--- src/rtl/dmr_pkg.sv ---
package dmr_pkg;

    localparam int MODE_W = 2;

    typedef enum logic [1:0] {
        TGT_EXT  = 2'd0,
        TGT_INT  = 2'd1,
        TGT_STAT = 2'd2,
        TGT_NULL = 2'd3
    } target_e;

    typedef enum logic [1:0] {
        ST_IDLE    = 2'd0,
        ST_INT_ACC = 2'd1,
        ST_EXT_ACC = 2'd2,
        ST_BLOCKED = 2'd3
    } state_e;

endpackage

--- src/rtl/dmr_decode.sv ---
module dmr_decode
    import dmr_pkg::*;
#(
    parameter int          ADDR_W      = 16,
    parameter int          INT_BYTES   = 1024,
    parameter int unsigned STATUS_ADDR = 32'h0000_FFFC
) (
    input  logic [ADDR_W-1:0] addr,
    input  logic [MODE_W-1:0] mode,
    input  logic              is_wr,
    output target_e           tgt
);
    localparam int INT_AW = $clog2(INT_BYTES);

    logic in_low;
    logic at_status;

    always_comb begin
        in_low    = (addr >> INT_AW) == '0;
        at_status = addr == ADDR_W'(STATUS_ADDR);
        unique case (mode)
            2'b00: tgt = TGT_EXT;
            2'b01: tgt = in_low ? TGT_INT : TGT_EXT;
            2'b11: begin
                if (in_low)                 tgt = TGT_INT;
                else if (at_status && !is_wr) tgt = TGT_STAT;
                else                        tgt = TGT_NULL;
            end
            default: tgt = TGT_NULL;
        endcase
    end

endmodule

--- src/rtl/dmr_length.sv ---
module dmr_length
    import dmr_pkg::*;
#(
    parameter int STRETCH_W   = 3,
    parameter int CLKS_PER_MC = 4,
    parameter int BASE_MC     = 2,
    parameter int CNT_W       = 6
) (
    input  target_e              tgt,
    input  logic [STRETCH_W-1:0] stretch,
    output logic [CNT_W-1:0]     clocks_m1
);
    int unsigned mc;

    always_comb begin
        unique case (tgt)
            TGT_EXT: mc = BASE_MC + int'(stretch);
            default: mc = BASE_MC;
        endcase
        clocks_m1 = CNT_W'(mc * CLKS_PER_MC - 1);
    end

endmodule

--- src/rtl/dmr_status.sv ---
module dmr_status
    import dmr_pkg::*;
#(
    parameter int LOCK_W = 3,
    parameter int DATA_W = 8
) (
    input  target_e           tgt,
    input  logic [LOCK_W-1:0] lock,
    output logic [DATA_W-1:0] stat_byte
);
    logic show;
    assign show = tgt == TGT_STAT;

    for (genvar i = 0; i < DATA_W; i++) begin : g_bit
        if (i < LOCK_W) begin : g_lock
            assign stat_byte[i] = show & lock[i];
        end else begin : g_zero
            assign stat_byte[i] = 1'b0;
        end
    end

endmodule

--- src/rtl/dmr_router.sv ---
module dmr_router
    import dmr_pkg::*;
#(
    parameter int          ADDR_W      = 16,
    parameter int          DATA_W      = 8,
    parameter int          INT_BYTES   = 1024,
    parameter int unsigned STATUS_ADDR = 32'h0000_FFFC,
    parameter int          STRETCH_W   = 3,
    parameter int          LOCK_W      = 3,
    parameter int          CLKS_PER_MC = 4,
    parameter int          BASE_MC     = 2
) (
    input  logic                 clk,
    input  logic                 rst_n,
    input  logic                 rd_req,
    input  logic                 wr_req,
    input  logic [ADDR_W-1:0]    addr,
    input  logic [MODE_W-1:0]    mode,
    input  logic [STRETCH_W-1:0] stretch,
    input  logic [LOCK_W-1:0]    lock,
    output logic                 int_sel,
    output logic                 int_we,
    output logic                 ext_req,
    output logic                 ext_rd_n,
    output logic                 ext_wr_n,
    output logic [ADDR_W-1:0]    acc_addr,
    output logic [DATA_W-1:0]    rdata,
    output logic                 done
);
    localparam int MAX_CLKS = (BASE_MC + (1 << STRETCH_W) - 1) * CLKS_PER_MC;
    localparam int CNT_W    = $clog2(MAX_CLKS + 1);
    localparam int MIN_CLKS = BASE_MC * CLKS_PER_MC;

    state_e              state_q, state_d;
    logic [CNT_W-1:0]    cnt_q;
    logic [ADDR_W-1:0]   addr_q;
    logic                wr_q;
    logic [DATA_W-1:0]   rdata_q;

    logic                accept;
    logic                dir_wr;
    target_e             tgt;
    logic [CNT_W-1:0]    len_m1;
    logic [DATA_W-1:0]   stat_byte;
    logic                last;

    assign accept = (state_q == ST_IDLE) && (rd_req || wr_req);
    assign dir_wr = wr_req && !rd_req;
    assign last   = (state_q != ST_IDLE) && (cnt_q == '0);

    dmr_decode #(
        .ADDR_W      (ADDR_W),
        .INT_BYTES   (INT_BYTES),
        .STATUS_ADDR (STATUS_ADDR)
    ) u_decode (
        .addr  (addr),
        .mode  (mode),
        .is_wr (dir_wr),
        .tgt   (tgt)
    );

    dmr_length #(
        .STRETCH_W   (STRETCH_W),
        .CLKS_PER_MC (CLKS_PER_MC),
        .BASE_MC     (BASE_MC),
        .CNT_W       (CNT_W)
    ) u_length (
        .tgt       (tgt),
        .stretch   (stretch),
        .clocks_m1 (len_m1)
    );

    dmr_status #(
        .LOCK_W (LOCK_W),
        .DATA_W (DATA_W)
    ) u_status (
        .tgt       (tgt),
        .lock      (lock),
        .stat_byte (stat_byte)
    );

    // next-state decision
    always_comb begin
        state_d = state_q;
        unique case (state_q)
            ST_IDLE: begin
                if (accept) begin
                    unique case (tgt)
                        TGT_EXT: state_d = ST_EXT_ACC;
                        TGT_INT: state_d = ST_INT_ACC;
                        default: state_d = ST_BLOCKED;
                    endcase
                end
            end
            ST_INT_ACC, ST_EXT_ACC, ST_BLOCKED: begin
                if (cnt_q == '0) state_d = ST_IDLE;
            end
            default: state_d = ST_IDLE;
        endcase
    end

    // state register and access context
    always_ff @(posedge clk or negedge rst_n) begin
        if (!rst_n) begin
            state_q <= ST_IDLE;
            cnt_q   <= '0;
            addr_q  <= '0;
            wr_q    <= 1'b0;
            rdata_q <= '0;
        end else begin
            state_q <= state_d;
            if (accept) begin
                cnt_q   <= len_m1;
                addr_q  <= addr;
                wr_q    <= dir_wr;
                rdata_q <= stat_byte;
            end else if (state_q != ST_IDLE && cnt_q != '0) begin
                cnt_q <= cnt_q - 1'b1;
            end
        end
    end

    // outputs
    always_comb begin
        int_sel  = 1'b0;
        int_we   = 1'b0;
        ext_req  = 1'b0;
        ext_rd_n = 1'b1;
        ext_wr_n = 1'b1;
        rdata    = '0;
        unique case (state_q)
            ST_IDLE: ;
            ST_INT_ACC: begin
                int_sel = 1'b1;
                int_we  = wr_q;
            end
            ST_EXT_ACC: begin
                ext_req  = 1'b1;
                ext_rd_n = wr_q;
                ext_wr_n = !wr_q;
            end
            ST_BLOCKED: rdata = rdata_q;
            default: ;
        endcase
        done     = last;
        acc_addr = addr_q;
    end

    // window measurement for the length assertions
    logic [CNT_W-1:0]     win_q;
    logic [STRETCH_W-1:0] str_q;

    always_ff @(posedge clk or negedge rst_n) begin
        if (!rst_n) begin
            win_q <= '0;
            str_q <= '0;
        end else if (accept) begin
            win_q <= '0;
            str_q <= stretch;
        end else if (state_q != ST_IDLE) begin
            win_q <= win_q + 1'b1;
        end
    end

    AST_STROBES_EXCLUSIVE: assert property (@(posedge clk) disable iff (!rst_n)
        !(!ext_rd_n && !ext_wr_n));
    AST_STROBE_NEEDS_EXT: assert property (@(posedge clk) disable iff (!rst_n)
        (!ext_rd_n || !ext_wr_n) |-> ext_req);
    AST_ROUTE_EXCLUSIVE: assert property (@(posedge clk) disable iff (!rst_n)
        !(int_sel && ext_req));
    AST_DONE_PULSE: assert property (@(posedge clk) disable iff (!rst_n)
        done |=> !done);
    AST_ADDR_HELD: assert property (@(posedge clk) disable iff (!rst_n)
        ((int_sel || ext_req) && !done) |=> $stable(acc_addr));
    AST_EXT_LENGTH: assert property (@(posedge clk) disable iff (!rst_n)
        (done && ext_req) |-> (int'(win_q) + 1 == (BASE_MC + int'(str_q)) * CLKS_PER_MC));
    AST_INT_LENGTH: assert property (@(posedge clk) disable iff (!rst_n)
        (done && int_sel) |-> (int'(win_q) + 1 == MIN_CLKS));
    AST_STATUS_HIGH_ZERO: assert property (@(posedge clk) disable iff (!rst_n)
        rdata[DATA_W-1:LOCK_W] == '0);

endmodule

--- config.mk ---
export PLATFORM = sky130hd
export DESIGN_NAME = dmr_router
export DESIGN_NICKNAME = d
export VERILOG_FILES = /design/src/rtl/dmr_pkg.sv /design/src/rtl/dmr_decode.sv /design/src/rtl/dmr_length.sv /design/src/rtl/dmr_status.sv /design/src/rtl/dmr_router.sv
export SDC_FILE = /design/constraint.sdc
export NUM_CORES = 1
export LEC_CHECK = 0
export CAP_MARGIN = 20
export CORE_UTILIZATION = 25
export DETAILED_ROUTE_END_ITERATION = 8
export SLEW_MARGIN = 20
export SYNTH_ARGS = -nofsm -noshare
export SYNTH_HDL_FRONTEND = slang
export SYNTH_SLANG_ARGS = --single-unit
--- constraint.sdc ---
create_clock -name clk -period 4 [get_ports clk]
set_input_delay 0.4 -clock clk [delete_from_list [all_inputs] [get_ports clk]]
set_output_delay 0.4 -clock clk [all_outputs]
set_load 0.01 [all_outputs]
==> After elaboration in Yosys (flattened, before gate mapping) <==
Index checks and enable logic that the tools add are counted.
{ "op_classes": {"n_eq_ne": 10, "n_mux": 17, "reduce_logical": 19, "add_sub_neg": 3, "n_bitwise": 3} }
{ "op_table": {"columns": ["operator", "count"], "rows": [
  ["equality test 16 bit, second input constant", 1],
  ["zero test 16 bit", 1],
  ["2-to-1 mux 6 bit", 2],
  ["subtractor 6 x 1 -> 6 bit, second input constant", 2],
  ["equality test 2 bit, second input constant", 4],
  ["case mux 2 bit (2 select lines)", 2],
  ["2-to-1 mux 1 bit", 7],
  ["equality test 2 x 1 -> 1 bit, second input constant", 3],
  ["zero test 2 bit", 3],
  ["zero test 6 bit", 1],
  ["2-to-1 mux 2 bit", 3],
  ["case mux 2 bit (3 select lines)", 1],
  ["nonzero test 6 bit", 1],
  ["logical AND 1 bit", 5],
  ["adder 2 x 3 -> 4 bit, first input constant", 1],
  ["2-to-1 mux 4 bit", 1],
  ["inequality test 2 bit, second input constant", 2],
  ["nonzero test 2 bit", 2],
  ["AND 1 bit", 3],
  ["zero test 1 bit", 3],
  ["2-to-1 mux 3 bit", 1],
  ["OR reduction 3 bit", 1],
  ["AND reduction 2 bit", 1],
  ["logical OR 1 bit", 1]
]} }
{ "totals": {"ff_bits": 28, "out_inout_bits": 30} }

==> Logic depth before layout (Yosys ltp) <==
Gate-level depths: netlist of the first run.
{ "logic_depth": {"ltp_word": 11, "depth_mapped": 6} }

==> Cells and area by module <==
Synthesis of the first run repeated with hierarchy kept, for this count alone.
{ "unflattened": {"cells_unflattened": 211, "area_unflattened_um2": 1793.0} }
{ "modules_own_cells": {"columns": ["mod", "cells_each", "n_inst", "seq_area_each_um2", "area_each_um2"], "rows": [
  ["dmr_router", 175, 1, 825.8, 1516.5],
  ["dmr_length", 15, 1, 0.0, 122.6],
  ["dmr_decode", 12, 1, 0.0, 86.3],
  ["dmr_status", 9, 1, 0.0, 67.6]
]} }

==> Worst setup path after synthesis of the first run <==
Ideal clock, no wire load.
{ "synth_timing": {"path_kind": "in2reg", "start": "in addr[13]", "end": "reg cnt_q[4]", "t_required_ns": 3.906, "cell_stages": 6, "path_slack_ns": 2.336, "arrival_ns": 1.570, "cell_sequence": "nor4_2 -> a31oi_1 -> and2_1 -> ha_1 -> and4_1 -> a211oi_1"} }
{ "synth_between": {"elab_chain_len": 9, "elab_cells_between_ends": 11, "cone_classes": "add/sub (1); eq/ne (1); mux (6); reduce/logical (3)"} }
{ "synth_lines": {"columns": ["element", "line_no", "rtl"], "rows": [
  ["start: declaration", "dmr_router.sv:17", "input logic [ADDR_W-1:0] addr,"],
  ["equality test 16 bit", "dmr_decode.sv:20", "at_status = addr == ADDR_W'(STATUS_ADDR);"],
  ["logical AND 1 bit", "dmr_decode.sv:26", "else if (at_status && !is_wr) tgt = TGT_STAT;"],
  ["2-to-1 mux 1 bit", "dmr_decode.sv:26", null],
  ["2-to-1 mux 2 bit", "dmr_decode.sv:25", "if (in_low) tgt = TGT_INT;"],
  ["case mux 2 bit (3 select lines) (*)", "dmr_decode.sv:21", "unique case (mode)"],
  ["zero test 2 bit (*)", "dmr_length.sv:16", "unique case (tgt)"],
  ["2-to-1 mux 4 bit (*)", "dmr_length.sv:16", null],
  ["subtractor 6 x 1 -> 6 bit (*)", "dmr_length.sv:20", "clocks_m1 = CNT_W'(mc * CLKS_PER_MC - 1);"],
  ["2-to-1 mux 6 bit (*)", "dmr_router.sv:112", "if (accept) begin"],
  ["end signal: assignment", "dmr_router.sv:113", "cnt_q <= len_m1;"],
  ["end signal: assignment", "dmr_router.sv:118", "cnt_q <= cnt_q - 1'b1;"],
  ["end: declaration", "dmr_router.sv:35", "logic [CNT_W-1:0] cnt_q;"]
]} }
Every way passes the cells marked *; elsewhere a longest branch is shown, timed or not.
A chain may end at the register's enable or synchronous reset.

==> Final worst setup path of the first run <==
{ "layout_timing": {"start": "reg cnt_q[0]", "end": "out done"} }
{ "layout_between": {"elab_chain_len": 2} }
{ "layout_lines": {"columns": ["element", "line_no", "rtl"], "rows": [
  ["zero test 6 bit", "dmr_router.sv:49", "assign last = (state_q != ST_IDLE) && (cnt_q == '0);"],
  ["logical AND 1 bit", "dmr_router.sv:49", null],
  ["end: declaration", "dmr_router.sv:28", "output logic done"]
]} }
Every way passes these cells.

==> results of run 1 <==
==> layout make-up <==
type	instances	area, um2	share of cell area [%]
flip-flops and latches	28	701	33.7
multi-input cells	121	683	32.9
repair buffers	54	536	25.8
well taps	72	90.1	4.33
clock buffers	4	55.1	2.65
inverters	4	15.0	0.722
==> where the power goes <==
part	switching (mW)	internal [mW]	leakage [nW]	total, mW
registers	0	0.283	0.371	0.283
logic	0.0222	0.0278	0.573	0.0501
clock network	0.0879	0.0881	0.0288	0.176
==> sequential cells by signal, indices dropped and copies added (netlist names) <==
name and flops:
wr_q 1, rdata_q 3, cnt_q 6, state_q 2, acc_addr 16
==> critical path: stages (launching register included) <==
cell and delay, ps:
dfrtp_1 430, inv_1 90, ha_1 160, nor2b_1 270, nand2_1 180, nor2_1 140
clkdlybuf4s50_1 540
==> placed cells by master (no fill, tap or decap), types with 2 or more instances in the layout <==
cell / netlist / layout
nand2_1: 55 / 55
clkdlybuf4s50_1: 0 / 52
dfrtp_1: 28 / 28
a21oi_1: 8 / 8
nor2_1: 5 / 5
conb_1: 1 / 5
inv_1: 4 / 4
and3_1: 4 / 4
nor3_1: 4 / 4
a22o_1: 4 / 4
mux2i_1: 4 / 4
ha_1: 4 / 4
clkbuf_8: 0 / 4
nor2b_1: 3 / 3
a31oi_1: 2 / 2
and2_1: 2 / 2
nand4_1: 2 / 2
and4_1: 2 / 2
a211oi_1: 2 / 2
buf_4: 5 / 2
==> per-stage QoR <==
stage | setup WS [ps] | power [mW] | utilization (%) | hold slack, ps
2_1_floorplan | 2340 | 0.301 | - | 104
3_5_place_dp | 1720 | 0.339 | 36.5 | 462
4_1_cts | 1520 | 0.515 | 37.5 | 487
5_1_grt | 1340 | 0.534 | 37.5 | 510
3_3_place_gp | 1780 | 0.338 | 36.5 | 459
6_report | 1510 | 0.509 | 37.5 | 481
==> cell usage after synthesis, drive strengths merged, types with 3 or more instances <==
| cell | instances |
|---|---|
| nand2 | 55 |
| dfrtp | 28 |
| a21oi | 8 |
| buf | 7 |
| nor2 | 6 |
| a22o | 4 |
| and3 | 4 |
| ha | 4 |
| inv | 4 |
| mux2i | 4 |
| nor3 | 4 |
| nor2b | 3 |
| nor4 | 3 |
| o21ai | 3 |
==> metal layers <==
metal	GRT usage [%]	vias to the layer above	share of wire, %	routed length [um]
met3	2.35	2	4.8	170
met1	16.3	582	49	1730
met4	3.40	0	0.43	15
li1	-	632	-	-
met2	20.2	39	46	1600
met5	0	-	0	0
==> cells by family (layout without fill, tap and decap cells) <==
family / after synthesis / count (layout) / synth area share [%]
adder cells (fa/ha/maj): 4 / 4 / 3.48
flip-flops: 28 / 28 / 48.7
multiplexers: 4 / 4 / 2.78
AND/OR/NAND/NOR: 86 / 86 / 29.7
XOR/XNOR: 1 / 1 / 0.609
other: 1 / 5 / 0.261
AO/OA/AOI/OAI: 21 / 21 / 9.56
buffers and inverters: 13 / 62 / 4.87
==> path summary, 6_finish.rpt <==
path / start / to / cells after the start
setup / recovery: cnt_q[0]$_DFFE_PN0P_ / done / 6
hold / removal: acc_addr[10]$_DFFE_PN0P_ / acc_addr[10]$_DFFE_PN0P_ / 2
setup reg to reg: state_q[1]$_DFFE_PN0P_ / cnt_q[4]$_DFFE_PN0P_ / 4
hold reg to reg: acc_addr[10]$_DFFE_PN0P_ / acc_addr[10]$_DFFE_PN0P_ / 2
max in group asynchronous: rst_n / acc_addr[15]$_DFFE_PN0P_ / 2
min in group asynchronous: rst_n / rdata_q[2]$_DFFE_PN0P_ / 2
==> impl_results.md, run 1 <==
- Wire length of the first global-routing pass: 5870 um
- Placed Instances: 279
- Clock transition time at the flip-flop clock pins of the worst setup and hold paths: 90 ps
- Most used DFF post-synth: dfrtp_1
- Die ar.: 6060 um2
- Path type of the worst min-delay path: flop to flop
- Synthesis-to-finish area growth: 44.5%
- Longest Clk Path Bufs: 2
- Proportion of synthesized flip-flops having asynchronous set or reset: 100%
- Weighted congestion reported at the end of routability-driven placement: 0.783
- Count of TritonRoute iterations in the first routing pass: 4
- Post-route non-filler standard cell count: 283
- Max-cap check violation count: 0
- P per Cell Area: 245 nW/um2
- Placed cell areas: 2020 um2
- Final worst path period share: 62.2%
- Relative max-transition margin: 50.9%
- Global-route congestion overflow total: 0
- Highest ir drop seen on vdd: 0.000140 V
- Post_cts resized: 0
- Post-route design area: 2080 um2
- DRC violation total after the first TritonRoute iteration: 81
- Slew at the pin closest to its max-slew limit: 737 ps
- Biggest fanout along the worst timing path: 5
- Syn_area_per_cell: 9.11 um2
- Root cell of the clock tree: clkbuf_8
- Pin count of the biggest net entering global routing: 29
- Cell taking the most area after synthesis: dfrtp_1
- Cell types occupying the most area after synthesis: dfrtp_1, nand2_1, ha_1
- Final-layout setup total negative slack: 0 ps
- Drt via density: 4.43
- Setup violation total in the final timing report: 0
- YS warnings: 0
- Share of the synthesized area in the top cell type: 48.7%
- Clock tree skew after final layout: 7.12 ps
- Maximum clock frequency: 402 MHz
- Clock sink count: 28
- R2r setup slk: 2160 ps
- Final Hold Vio Count: 0
- Final-report max-slew violation count: 0
- Overall die height: 77.9 um
- Fillers: 585
- Leakage power total: 0.973 nW
- Count of unique library cells instantiated by Yosys: 35
- Crit path launch type: flop
- Number of buffers created by CTS: 3
- Total routing usage reported by global routing: 12.3%
- Total via count in the routed design: 1255
- Hold-fix buffers at CTS: 0
- Number of global-route vias before repair: 1224
- Fin crit period: 2490 ps
- Ant. Diodes: 0
- Post-synth EDFFs: 0
- Share of final-layout standard cells stronger than drive strength 1: 5.69%
- Effective utilization at floorplan: 26.0%
- Outcome: finished clean
- Clock tree from TritonCTS: built
- Proportion of synthesized chip area in sequential cells: 48.7%
- CP Data Required Time: 3600 ps
- Post-route ant nets: 0
- Number of buffers added for setup after CTS: 0
- Std-Cell Core Area: 5540 um2
- Number of instances in the synthesized netlist: 158
- Post-Syn Area: 1440 um2
- Flop and latch count out of synthesis: 28
- Detail Placement HPWL: 2640 um
- Data arrival, critical path: 2090 ps
- Nets@finish: 244
- Die X: 77.9 um
- Initial antenna violation count: 0
- Worst skew pair latency: 270 ps
- Drc violations: 0
- FP Rows: 27
- I/O Pins: 58
- Maximum level of the CTS H-tree: 1
- Routed wire per std cell: 12.4 um
- Crit end category: output port
- CP Class: flop to output port
- Unrepaired setup endpoints after global routing: false
- Final wirelength: 3520 um
- Input/output buffers: 52
Note: power is estimated with default switching activity, not from simulation.
==> run 2: changes to the inputs <==
==> constraint.sdc (replaced) <==
create_clock -name clk -period 2.1 [get_ports clk]
set_input_delay 0.21 -clock clk [delete_from_list [all_inputs] [get_ports clk]]
set_output_delay 0.21 -clock clk [all_outputs]
set_load 0.01 [all_outputs]
==> impl_results.md, run 2 (synthesis results as in run 1) <==
- Outcome: finished clean (unchanged)
- Switching power as a share of total power: 21.8% (was 21.6%)
- Net load switching power: 0.212 mW (was 0.110 mW)
- RR Endpoint: cnt_q[4]$_DFFE_PN0P_ (unchanged)
- Detail Placement HPWL: 2670 um (was 2640 um)
- Unrepaired setup endpoints after global routing: false (unchanged)
- Die X: 77.9 um (unchanged)
- Crit end category: output port (unchanged)
- Internal power component: 0.761 mW (was 0.399 mW)
- Share of total power in combinational logic: 9.9% (was 9.8%)
- End point of the critical path: done (unchanged)
- Share of total power in sequential cells: 55.4% (was 55.6%)
- Final-layout setup total negative slack: 0 ps (unchanged)
- Drt via density: 4.40 (was 4.43)
- Path type of the worst min-delay path: primary input to async pin (was flop to flop)
- Fin crit period: 1840 ps
- Grt met2 use: 19.8% (was 20.2%)
- Pin count of the biggest net entering global routing: 29 (unchanged)
- Drc violations: 0 (unchanged)
- Maximum clock frequency: 544 MHz
- Effective utilization at floorplan: 26.0% (unchanged)
- Longest Clk Path Bufs: 2 (unchanged)
- Placed cell areas: 2070 um2 (was 2020 um2)
- DRC violation total after the first TritonRoute iteration: 60 (was 81)
- Biggest fanout along the worst timing path: 4 (was 5)
- Root cell of the clock tree: clkbuf_8 (unchanged)
- Startpoint of the most critical register-to-register path: state_q[1]$_DFFE_PN0P_ (unchanged)
- Synthesis-to-finish area growth: 48.6% (was 44.5%)
- Nets@finish: 252 (was 244)
- CP Class: flop to output port (unchanged)
- FP Rows: 27 (unchanged)
- R2r setup slk: 610 ps (was 2160 ps)
- P per Cell Area: 455 nW/um2 (was 245 nW/um2)
- Wire length of the first global-routing pass: 5870 um (about the same)
- Final-report max-slew violation count: 0 (unchanged)
- Highest ir drop seen on vdd: 0.000314 V (was 0.000140 V)
- Std-Cell Core Area: 5540 um2 (unchanged)
- Final Power: 0.973 mW (was 0.509 mW)
- Weighted congestion reported at the end of routability-driven placement: 0.743 (was 0.783)
- Ant. Diodes: 0 (unchanged)
- Setup violation total in the final timing report: 0 (unchanged)
- Clock sink count: 28 (unchanged)
- Initial antenna violation count: 0 (unchanged)
- I/O Pins: 58 (unchanged)
- Grt peak-use layer: met2 (unchanged)
- Input/output buffers: 52 (unchanged)
- Worst skew pair latency: 280 ps (was 270 ps)
- Crit path launch type: flop (unchanged)
- Commonest cells after routing, fill and taps aside: nand2_1, clkdlybuf4s50_1, dfrtp_1, buf_4, a21oi_1 (was nand2_1, clkdlybuf4s50_1, dfrtp_1, a21oi_1)
- Maximum level of the CTS H-tree: 1 (unchanged)
- Final worst path period share: 87.6%
- Total routing usage reported by global routing: 12.4% (was 12.3%)
- Post-route design area: 2140 um2 (was 2080 um2)
- Die ar.: 6060 um2 (unchanged)
- Clock tree skew after final layout: 6.64 ps (was 7.12 ps)
- Clock transition time at the flip-flop clock pins of the worst setup and hold paths: 100 ps (was 90 ps)
- Most common cell after layout, fill and taps aside: nand2_1 (unchanged)
- Clock network fraction of design power: 34.8% (was 34.6%)
- Worst R2R Path Depth: 5 (was 4)
- Data arrival, critical path: 1630 ps (was 2090 ps)
- Post-route ant nets: 0 (unchanged)
- Max FFs per register: 16 (unchanged)
- Global Route met1 Usage: 15.5% (was 16.3%)
- Max-cap check violation count: 0 (unchanged)
- Clock tree from TritonCTS: built (unchanged)
- Number of global-route vias before repair: 1291 (was 1224)
- Routed wire per std cell: 11.9 um (was 12.4 um)
- Final Hold Vio Count: 0 (unchanged)
- Overall die height: 77.9 um (unchanged)
- Crit path launch: cnt_q[0]$_DFFE_PN0P_ (unchanged)
- Share of final-layout standard cells stronger than drive strength 1: 9.13% (was 5.69%)
- Met3 Track Usage GR: 3.88% (was 2.35%)
- Leakage power total: 1.02 nW (was 0.973 nW)
- Total via count in the routed design: 1280 (was 1255)
- Count of TritonRoute iterations in the first routing pass: 4 (unchanged)
- CP Data Required Time: 1890 ps (was 3600 ps)
- Final wirelength: 3470 um (was 3520 um)
- Hold-fix buffers at CTS: 0 (unchanged)
- Number of buffers created by CTS: 3 (unchanged)
- Global-route congestion overflow total: 0 (unchanged)
[run 2: changes by cell type in the layout (fill, tap and decap cells not counted), sizes merged]
cell	change
buf	+8
clkdlybuf4s50	-1
dlygate4sd2	+1
[run 2: repair_timing]
item                                    CTS  global route
buffers inserted                          2             0
endpoints found under the setup margin    1             0
resized for setup                         1             0
[run 2: power by group through the flow]
stage	clock network, mW	registers, mW	logic, mW
final	0.338	0.539	0.0961
after global routing	0.373	0.539	0.105
after CTS	0.351	0.539	0.0973
after detailed placement	0	0.549	0.0969
after global placement	0	0.549	0.0968
after floorplan	0	0.550	0.0239
[run 2: metal layers]
layer  part of all wire [%]  vias to the layer above  routed length (um)
met5                      0                        -                   0
met4                   0.69                        0                  24
met3                    7.1                        2                 245
met2                     44                       42                1540
met1                     48                      584                1660
li1                       -                      652                   -
[run 2: stage by stage]
| step | util [%] | hold WS (ps) | worst slack [ps] | cells |
|---|---|---|---|---|
| 2_1_floorplan | - | -85.6 | 626 | 162 |
| 3_3_place_gp | 37.4 | 460 | 209 | 285 |
| 3_5_place_dp | 37.4 | 461 | 151 | 285 |
| 4_1_cts | 38.6 | 318 | 245 | 291 |
| 5_1_grt | 38.6 | 342 | 62.3 | 291 |
| 6_report | 38.6 | 303 | 260 | 291 |
[run 2: area by class of cell]
type / instances / area [um2]
well taps: 72 / 90.1
inverters: 4 / 15.0
multi-input cells: 121 / 683
fillers: 592 / 3400
flip-flops and latches: 28 / 701
clock buffers: 4 / 55.1
repair buffers: 62 / 594
[run 2: worst min path at each step]
stage	endpoint	slack, ps
6_report	acc_addr[1]$_DFFE_PN0P_	300
5_1_grt	rdata_q[0]$_DFFE_PN0P_	340
4_1_cts	rdata_q[2]$_DFFE_PN0P_	320
3_5_place_dp	acc_addr[12]$_DFFE_PN0P_	460
3_3_place_gp	acc_addr[5]$_DFFE_PN0P_	460
2_1_floorplan	acc_addr[0]$_DFFE_PN0P_	-90
[run 2: critical path, stage by stage (launching register included)]
cell	delay (ps)
dfrtp_1	390
inv_1	80
ha_1	170
nor2b_1	170
nand2_1	130
nor2_1	130
dlygate4sd2_1	280
==> run 3: changes to the inputs <==
--- a/config.mk
+++ b/config.mk
@@ -6,8 +6,10 @@
 export NUM_CORES = 1
 export LEC_CHECK = 0
 export CAP_MARGIN = 20
+export CORE_MARGIN = 8
 export CORE_UTILIZATION = 25
 export DETAILED_ROUTE_END_ITERATION = 8
+export RECOVER_POWER = 50
 export SLEW_MARGIN = 20
 export SYNTH_ARGS = -nofsm -noshare
 export SYNTH_HDL_FRONTEND = slang
==> impl_results.md, run 3 (synthesis results as in run 1) <==
- Drt via density: 4.42 (was 4.40)
- DRC violation total after the first TritonRoute iteration: 38 (was 60)
- Area of the multi-input gates: 683 um2 (unchanged)
- Worst skew pair latency: 270 ps (was 280 ps)
- Std-Cell Core Area: 5540 um2 (unchanged)
- Grt met2 use: 14.4% (was 19.8%)
- Post-route non-filler standard cell count: 288 (was 291)
- Max FFs per register: 16 (unchanged)
- Number of global-route vias before repair: 1334 (was 1291)
- Drc violations: 0 (unchanged)
- Total routing usage reported by global routing: 9.60% (was 12.4%)
- Global Route met1 Usage: 12.8% (was 15.5%)
- Input/output buffers: 52 (unchanged)
- Outcome: finished clean (unchanged)
- Most common cell after layout, fill and taps aside: nand2_1 (unchanged)
- Number of buffers created by CTS: 3 (unchanged)
- Post-route ant nets: 0 (unchanged)
- Unrepaired setup endpoints after global routing: false (unchanged)
- CP Data Required Time: 1890 ps (about the same)
- Pin count of the biggest net entering global routing: 29 (unchanged)
- Clock tree skew after final layout: 4.32 ps (was 6.64 ps)
- Leakage power total: 1.04 nW (was 1.02 nW)
- Maximum level of the CTS H-tree: 1 (unchanged)
- Fillers: 602 (was 592)
- Placed cell areas: 2060 um2 (was 2070 um2)
- RR Endpoint: state_q[1]$_DFFE_PN0P_ (was cnt_q[4]$_DFFE_PN0P_)
- Ant. Diodes: 0 (unchanged)
- Root cell of the clock tree: clkbuf_8 (unchanged)
- Data arrival, critical path: 1700 ps (was 1630 ps)
- Detail Placement HPWL: 3110 um (was 2670 um)
- Grt peak-use layer: met2 (unchanged)
- Maximum clock frequency: 524 MHz (was 544 MHz)
- Worst R2R Path Depth: 4 (was 5)
- Final standard cell utilization of the core: 38.2% (was 38.6%)
- Share of final-layout standard cells stronger than drive strength 1: 8.33% (was 9.13%)
- Wire length of the first global-routing pass: 6650 um (was 5870 um)
- Post-route design area: 2110 um2 (was 2140 um2)
- Min setup slack post-route: 190 ps (was 260 ps)
- Die X: 91.9 um (was 77.9 um)
- Fin crit period: 1910 ps (was 1840 ps)
- Startpoint of the most critical register-to-register path: state_q[1]$_DFFE_PN0P_ (unchanged)
- Final-report max-slew violation count: 0 (unchanged)
- End of the worst hold path: acc_addr[6]$_DFFE_PN0P_
- CP Class: flop to output port (unchanged)
- Switching power as a share of total power: 21.5% (was 21.8%)
- Number of buffers added for setup after CTS: 0 (was 2)
- Setup violation total in the final timing report: 0 (unchanged)
- Post-route worst hold slack: 474 ps (was 303 ps)
- Sequential standard cell area: 702 um2 (was 701 um2)
- Weighted congestion reported at the end of routability-driven placement: 0.750 (was 0.743)
- Internal power component: 0.759 mW (was 0.761 mW)
- Initial antenna violation count: 0 (unchanged)
- Biggest fanout along the worst timing path: 5 (was 4)
- Clock transition time at the flip-flop clock pins of the worst setup and hold paths: 100 ps (about the same)
- Synthesis-to-finish area growth: 47.0% (was 48.6%)
- Setup slack after placement: 148 ps (was 151 ps)
- Crit end category: output port (unchanged)
- Effective utilization at floorplan: 26.0% (unchanged)
- Clock network fraction of design power: 34.6% (was 34.8%)
- Final Hold Vio Count: 0 (unchanged)
- Share of total power in combinational logic: 9.7% (was 9.9%)
- R2r setup slk: 510 ps (was 610 ps)
- Die ar.: 8440 um2 (was 6060 um2)
- Met3 Track Usage GR: 3.83% (was 3.88%)
- Overall die height: 91.9 um (was 77.9 um)
- Commonest cells after routing, fill and taps aside: nand2_1, clkdlybuf4s50_1, dfrtp_1, dlygate4sd3_1, a21oi_1 (was nand2_1, clkdlybuf4s50_1, dfrtp_1, buf_4, a21oi_1)
- FP Rows: 27 (unchanged)
- Placed Instances: 284 (was 285)
- Final-layout setup total negative slack: 0 ps (unchanged)
- Nets@finish: 249 (was 252)
- Share of total power in sequential cells: 55.7% (was 55.4%)
- Routed wire per std cell: 13.6 um (was 11.9 um)
- P per Cell Area: 457 nW/um2 (was 455 nW/um2)
- I/O Pins: 58 (unchanged)
- Final worst path period share: 90.9% (was 87.6%)
- Final wirelength: 3930 um (was 3470 um)
- Longest Clk Path Bufs: 2 (unchanged)
- Slew at the pin closest to its max-slew limit: 716 ps
- Global-route congestion overflow total: 0 (unchanged)
- Launch instance of the worst min-delay path: acc_addr[6]$_DFFE_PN0P_
- Max-cap check violation count: 0 (unchanged)
- Clock sink count: 28 (unchanged)
- Count of TritonRoute iterations in the first routing pass: 4 (unchanged)
- Highest ir drop seen on vdd: 0.000362 V (was 0.000314 V)
- Relative max-transition margin: 52.2%
- Final Power: 0.967 mW (was 0.973 mW)
- Path type of the worst min-delay path: flop to flop (was primary input to async pin)
- Crit path launch type: flop (unchanged)
- Total via count in the routed design: 1273 (was 1280)
- Net load switching power: 0.208 mW (was 0.212 mW)
- Clock tree from TritonCTS: built (unchanged)
- Number of stages on the worst hold path: 2
-- run 3: cell types whose count changed in the layout (fill, tap and decap cells not counted) --
cell,delta
dfrtp_2,+1
dfrtp_1,-1
clkdlybuf4s50_1,-12
dlygate4sd3_1,+12
buf_4,-4
clkbuf_2,+1
-- run 3: repair_timing --
item | in CTS | in global routing
hold buffers | 0 | 0
resized for setup | 1 | 1
endpoints found under the setup margin | 1 | 1
-- run 3: cell type report --
type                       count  area share [%]
sequential                    28            33.2
timing repair buffer          59            26.9
inverter                       4           0.710
multi-input combinational    121            32.3
tap                           72            4.26
clock buffer                   4            2.60
-- run 3: critical path, cell delays in order (launching register included) --
cell and delay (ps):
dfrtp_2 450, inv_1 90, ha_1 170, nor2b_1 170
nand2_1 120, nor2_1 130, dlygate4sd2_1 280
-- run 3: worst max path at each step --
stage                          from              endpoint  cells past startpoint
6_report       cnt_q[0]$_DFFE_PN0P_                  done                      6
5_1_grt        cnt_q[0]$_DFFE_PN0P_                  done                      6
4_1_cts        cnt_q[0]$_DFFE_PN0P_                  done                      6
3_5_place_dp               addr[13]  cnt_q[4]$_DFFE_PN0P_                      7
3_3_place_gp               addr[13]  cnt_q[4]$_DFFE_PN0P_                      7
2_1_floorplan              addr[13]  cnt_q[4]$_DFFE_PN0P_                      6
-- run 3: routing by layer --
metal  routed length, um  vias to the layer above
met1                1840                      588
met2                1760                       38
met5                   0                        -
met3                 311                        2
met4                  21                        0
li1                    -                      645
-- run 3: power groups by stage --
stage	sequential, mW	clock (mW)	combinational (mW)
2_1_floorplan	0.550	0	0.0239
3_3_place_gp	0.549	0	0.0965
5_1_grt	0.539	0.377	0.104
6_report	0.539	0.334	0.0943
4_1_cts	0.539	0.347	0.0966
3_5_place_dp	0.549	0	0.0962
